$ cat src/rtl/rr_acc_pkg.sv
package rr_acc_pkg;
   localparam int FIELD_W    = 12;
   localparam int TEST_W     = 4;
   // field bit positions: the decoder upstream depends on these
   localparam int B_ZAC      = 11;
   localparam int B_ZEXT     = 10;
   localparam int B_NAC      = 9;
   localparam int B_NEXT     = 8;
   localparam int B_ROR      = 7;
   localparam int B_ROL      = 6;
   localparam int B_BUMP     = 5;
   localparam int B_TST_POS  = 4;
   localparam int B_TST_NEG  = 3;
   localparam int B_TST_ZERO = 2;
   localparam int B_TST_EZ   = 1;
   localparam int B_STOP     = 0;

   typedef struct packed {
      logic zac;
      logic zext;
      logic nac;
      logic next_inv;
      logic ror;
      logic rol;
      logic bump;
      logic [TEST_W-1:0] tests; // pos, neg, zero, ext-zero
      logic stop;
   } op_sel_t;

   function automatic op_sel_t split_field(input logic [FIELD_W-1:0] f);
      op_sel_t o;
      o.zac      = f[B_ZAC];
      o.zext     = f[B_ZEXT];
      o.nac      = f[B_NAC];
      o.next_inv = f[B_NEXT];
      o.ror      = f[B_ROR];
      o.rol      = f[B_ROL];
      o.bump     = f[B_BUMP];
      o.tests    = {f[B_TST_POS], f[B_TST_NEG], f[B_TST_ZERO], f[B_TST_EZ]};
      o.stop     = f[B_STOP];
      return o;
   endfunction
endpackage

$ cat src/rtl/rr_acc_bitops.sv
module rr_acc_bitops #(
   parameter int ACC_W = 16
) (
   input  logic [ACC_W-1:0] acc_i,
   input  logic             ext_i,
   input  logic             zac_i,
   input  logic             zext_i,
   input  logic             nac_i,
   input  logic             next_i,
   output logic [ACC_W-1:0] acc_o,
   output logic             ext_o
);
   logic [ACC_W-1:0] acc_clr;
   logic             ext_clr;

   always_comb begin
      acc_clr = zac_i  ? '0   : acc_i;
      ext_clr = zext_i ? 1'b0 : ext_i;
      acc_o   = nac_i  ? ~acc_clr : acc_clr;
      ext_o   = next_i ? ~ext_clr : ext_clr;
   end
endmodule

$ cat src/rtl/rr_acc_rotate.sv
module rr_acc_rotate #(
   parameter int ACC_W = 16
) (
   input  logic [ACC_W-1:0] acc_i,
   input  logic             ext_i,
   input  logic             ror_i,
   input  logic             rol_i,
   output logic [ACC_W-1:0] acc_o,
   output logic             ext_o
);
   logic [ACC_W-1:0] right_v;
   logic [ACC_W-1:0] left_v;

   for (genvar i = 0; i < ACC_W; i++) begin : g_lane
      if (i == ACC_W-1) begin : g_top
         assign right_v[i] = ext_i;
      end else begin : g_mid_r
         assign right_v[i] = acc_i[i+1];
      end
      if (i == 0) begin : g_bot
         assign left_v[i] = ext_i;
      end else begin : g_mid_l
         assign left_v[i] = acc_i[i-1];
      end
   end

   always_comb begin
      if (ror_i) begin
         acc_o = right_v;
         ext_o = acc_i[0];
      end else if (rol_i) begin
         acc_o = left_v;
         ext_o = acc_i[ACC_W-1];
      end else begin
         acc_o = acc_i;
         ext_o = ext_i;
      end
   end
endmodule

$ cat src/rtl/rr_acc_skipeval.sv
module rr_acc_skipeval #(
   parameter int ACC_W  = 16,
   parameter int TEST_W = 4
) (
   input  logic [ACC_W-1:0]  acc_i,
   input  logic              ext_i,
   input  logic [TEST_W-1:0] sel_i,
   output logic              hit_o
);
   logic [TEST_W-1:0] cond;

   always_comb begin
      cond[3] = ~acc_i[ACC_W-1];
      cond[2] =  acc_i[ACC_W-1];
      cond[1] = (acc_i == '0);
      cond[0] = ~ext_i;
      hit_o   = |(cond & sel_i);
   end
endmodule

$ cat src/rtl/rr_acc_unit.sv
module rr_acc_unit #(
   parameter int ACC_W = 16
) (
   input  logic                        clk,
   input  logic                        rst_n,
   input  logic                        exec_i,
   input  logic [rr_acc_pkg::FIELD_W-1:0] field_i,
   output logic [ACC_W-1:0]            acc_o,
   output logic                        ext_o,
   output logic                        skip_o,
   output logic                        halt_o
);
   import rr_acc_pkg::*;

   if (ACC_W < 2) begin : g_bad_width
      $error("rr_acc_unit: ACC_W must be at least 2");
   end
   if (TEST_W != 4) begin : g_bad_tests
      $error("rr_acc_unit: four skip tests expected");
   end

   op_sel_t          op;
   logic [ACC_W-1:0] acc_q, acc_s1, acc_s2, acc_nx;
   logic             ext_q, ext_s1, ext_s2;
   logic             skip_q, halt_q, hit, go;

   assign op = split_field(field_i);
   assign go = exec_i && !halt_q;

   rr_acc_bitops #(.ACC_W(ACC_W)) u_bitops (
      .acc_i (acc_q),  .ext_i (ext_q),
      .zac_i (op.zac), .zext_i(op.zext),
      .nac_i (op.nac), .next_i(op.next_inv),
      .acc_o (acc_s1), .ext_o (ext_s1)
   );

   rr_acc_rotate #(.ACC_W(ACC_W)) u_rotate (
      .acc_i (acc_s1), .ext_i (ext_s1),
      .ror_i (op.ror), .rol_i (op.rol),
      .acc_o (acc_s2), .ext_o (ext_s2)
   );

   rr_acc_skipeval #(.ACC_W(ACC_W), .TEST_W(TEST_W)) u_skip (
      .acc_i (acc_q), .ext_i (ext_q),
      .sel_i (op.tests), .hit_o(hit)
   );

   assign acc_nx = op.bump ? acc_s2 + ACC_W'(1) : acc_s2;

   always_ff @(posedge clk) begin
      if (!rst_n) begin
         acc_q  <= '0;
         ext_q  <= 1'b0;
         skip_q <= 1'b0;
         halt_q <= 1'b0;
      end else begin
         skip_q <= go && hit;
         if (go) begin
            acc_q <= acc_nx;
            ext_q <= ext_s2;
            if (op.stop) halt_q <= 1'b1;
         end
      end
   end

   assign acc_o  = acc_q;
   assign ext_o  = ext_q;
   assign skip_o = skip_q;
   assign halt_o = halt_q;

   // a skip pulse only follows an accepted strobe
   a_r6_skip_after_strobe: assert property (@(posedge clk) disable iff (!rst_n)
      skip_q |-> $past(go));
   // stop bit raises halt on the next edge
   a_r7_stop_sets_halt: assert property (@(posedge clk) disable iff (!rst_n)
      (go && field_i[B_STOP]) |=> halt_q);
   // halt is sticky and freezes state
   a_r8_halt_sticky: assert property (@(posedge clk) disable iff (!rst_n)
      halt_q |=> halt_q);
   a_r8_halt_freezes: assert property (@(posedge clk) disable iff (!rst_n)
      halt_q |=> ($stable(acc_q) && $stable(ext_q) && !skip_q));
   // idle cycles hold state
   a_r9_idle_hold: assert property (@(posedge clk) disable iff (!rst_n)
      !exec_i |=> ($stable(acc_q) && $stable(ext_q) && !skip_q));
   // an increment-only word leaves the flag alone
   a_r5_bump_keeps_ext: assert property (@(posedge clk) disable iff (!rst_n)
      (go && field_i == 12'h020) |=> (ext_q == $past(ext_q)));
endmodule

$ cat config.mk
export PLATFORM = sky130hd
export DESIGN_NAME = rr_acc_unit
export DESIGN_NICKNAME = d
export VERILOG_FILES = /design/src/rtl/rr_acc_pkg.sv /design/src/rtl/rr_acc_bitops.sv /design/src/rtl/rr_acc_rotate.sv /design/src/rtl/rr_acc_skipeval.sv /design/src/rtl/rr_acc_unit.sv
export SDC_FILE = /design/constraint.sdc
export NUM_CORES = 1
export LEC_CHECK = 0
export CORE_AREA = 2 2 78 80
export DETAILED_ROUTE_END_ITERATION = 16
export DIE_AREA = 0 0 80 82
export PLACE_DENSITY_LB_ADDON = 0.2
export SLEW_MARGIN = 20
export SYNTH_ARGS = -nofsm -noshare
export SYNTH_HDL_FRONTEND = slang
export SYNTH_SLANG_ARGS = --single-unit
$ cat constraint.sdc
create_clock -name clk -period 3.4 [get_ports clk]
set_clock_uncertainty 0.2 [all_clocks]
set_input_delay 0.68 -clock clk [delete_from_list [all_inputs] [get_ports clk]]
set_output_delay 0.68 -clock clk [all_outputs]
set_load 0.1 [all_outputs]
==> flow_summary.yaml <==
cts:
  htree_num_levels: 1
  clock_sinks: 19
  clk_pin_slew_ns: 0.08
  ctsRootBufferMaster: "clkbuf_8"
  postCtsSetupRepairBufs: 0
  clock_latency_ns: 0.27
  clockBufferDepth: 2
  cts_tree: "built"
  cts_hold_buf: 0
  cts_buffers: 3
grt:
  antenna_found_initial: 0
  gr-total-overflow: 0
  grt_pass1_wl_mm: 11.2
  track_usage: 0.215
  grt_pass1_vias: 2270
  grt_start_max_net_pins: 20
timing:
  slew_headroom: 0.585
  setup_viol: 0
  grt_setup_unrepaired: "false"
  clock.fmax_mhz: 309
  drv_slew: 0
  worst_slack_ns: 0.168
  hold_viol_final: 0
  min_period_over_period: 0.951
  worst_slew_pin_slew_ns: 0.622
  min_period_ns: 3.23
  finalSetupTns_ns: 0
pwr:
  fin_total_pwr_w: 0.000976
  power_density_mw_per_mm2: 344
  ir_worst_vdd_uv: 158
  p_leak_nw: 1.13
finish:
  final_net_count: 364
  synthToLayoutAreaGrowth_pct: 27.0
  drive_above_1_share: 0.239
  multi_input_comb_area_mm2: 0.00169
  fillers: 579
  diodes: 0
  final_cell_count_no_fill: 422
  final_util: 0.494
  register_area_um2: 380
run:
  maxCapViolCount: 0
floorplanning:
  coreArea_mm2: 0.00575
  die_area_mm2: 0.00656
  die_x_um: 80
  ios: 34
  num_rows: 28
  start_util: 0.389
  die_h_um: 82
routing:
  drt_wl_total_mm: 6.67
  ant_nets: 0
  drtIter0Drc: 175
  drt_pass1_iterations: 4
  wl_per_cell_um: 15.8
  viasPerCell: 5.73
  drc: 0
  num_vias: 2416
yosys:
  synth-edff-count: 0
  ys_top_cells_by_count: "nand2_1, o21ai_0, dfxtp_1"
  ys_warn_count: 0
  synth_ff_type: "dfxtp_1"
  synth-seq-area-share: 0.170
  synth_top_area_share: 0.170
  yosysTopAreaCell: "dfxtp_1"
  synth_area_leaders: "dfxtp_1, xnor2_1, mux2i_1"
  async_flop_share: 0
  synth_cell_types: 68
  synth_area_mm2: 0.00224
  synth_area_per_cell_um2: 7.50
  synth-seq-cells: 19
  syn_nets: 314
  synth_cells: 298
worst_setup_path:
  setup.worst_path.class: "in -> reg"
  required_ns: 3.42
  worstSetupEndpointType: "register"
  critPathLaunchType: "input port"
  crit_fanout: 6
  arrival_ns: 3.25
placed_design:
  gp_congestion: 0.881
  dp_slack_ns: -0.0837
  hpwl_mm: 4.97
  placed_cells: 418
  portBuffers: 33
status:
  status: "finished, final reports clean"
hold_path:
  holdCritPathClass: "reg -> reg"
-- final cells by class --
type,instances,share of cell area
Tap cell,75,0.0331
Clock buffer,3,0.0145
Clock inverter,1,0.00176
Multi-Input combinational cell,245,0.596
Inverter,4,0.00529
Timing Repair Buffer,75,0.215
Sequential cell,19,0.134
-- final timing paths --
path,from,end,slack (ns),cells after the start
hold reg to reg,halt_o,halt_o,0.34,2
hold / removal,halt_o,halt_o,0.34,2
setup / recovery,field_i[11],acc_o[12],0.17,10
setup reg to reg,acc_o[1],acc_o[12],0.68,9
-- cell usage in the layout (no fill, tap or decap), types with 4 or more instances in the layout --
cell	n
nand3_1	13
clkdlybuf4s50_1	14
xnor2_1	18
o21ai_0	20
mux2i_1	14
inv_1	4
a31oi_1	4
nor2b_1	14
nor3_1	14
nand2b_1	6
o21bai_1	4
dfxtp_1	19
nor4_1	4
and2_1	8
a32oi_1	5
a21oi_1	9
a211oi_1	8
nand2_1	20
o211ai_1	5
buf_4	60
nor2_1	17
-- routing by layer --
layer	share of wire	wire length, um	vias up	track usage
li1	-	-	1199	-
met1	0.47	3150	1156	0.292
met2	0.47	3140	56	0.358
met3	0.047	311	5	0.0231
met4	0.010	67	0	0.0678
met5	0	0	-	0
-- what timing repair did --
action,CTS,global route
setup endpoints to repair,0,3
hold endpoints to repair,0,0
gates resized for setup,0,2
-- registers in the layout, summed over array words and instances, names as in the netlist --
register	count
ext_o	1
halt_o	1
skip_o	1
acc_o	16
-- critical path, stage by stage --
cell             delay [ns]
clkdlybuf4s50_1        0.49
nand2b_1               0.21
xnor2_1                0.28
mux2i_1                0.11
a21oi_1                0.21
ha_1                   0.26
nand4_4                0.12
or2_4                  0.28
or4_1                  0.51
nand3_1                0.09
-- per-stage QoR --
stage                     hold WS (ns)  instance area (um^2)
after global routing             0.398                  2840
after detailed placement         0.324                  2780
after CTS                        0.352                  2830
after global placement           0.317                  2780
after floorplan                  0.630                  2240
final                            0.341                  2840
-- cell families (layout without fill, tap and decap cells) --
group	after synthesis	in the layout	share of synthesized area
XOR/XNOR	21	21	0.0823
adder cells (fa/ha/maj)	1	1	0.00560
AND/OR/NAND/NOR	120	120	0.298
flip-flops	19	19	0.170
buffers and inverters	34	83	0.0772
AO/OA/AOI/OAI	84	84	0.276
multiplexers	19	19	0.0912
-- power by group --
part / leakage [nW] / switching [W] / internal [W]
logic: 0.945 / 0.000323 / 0.000188
clock network: 0.0255 / 0.0000911 / 0.0000820
registers: 0.157 / 0.0000476 / 0.000244
No activity file was read; power rests on OpenSTA's default activity.
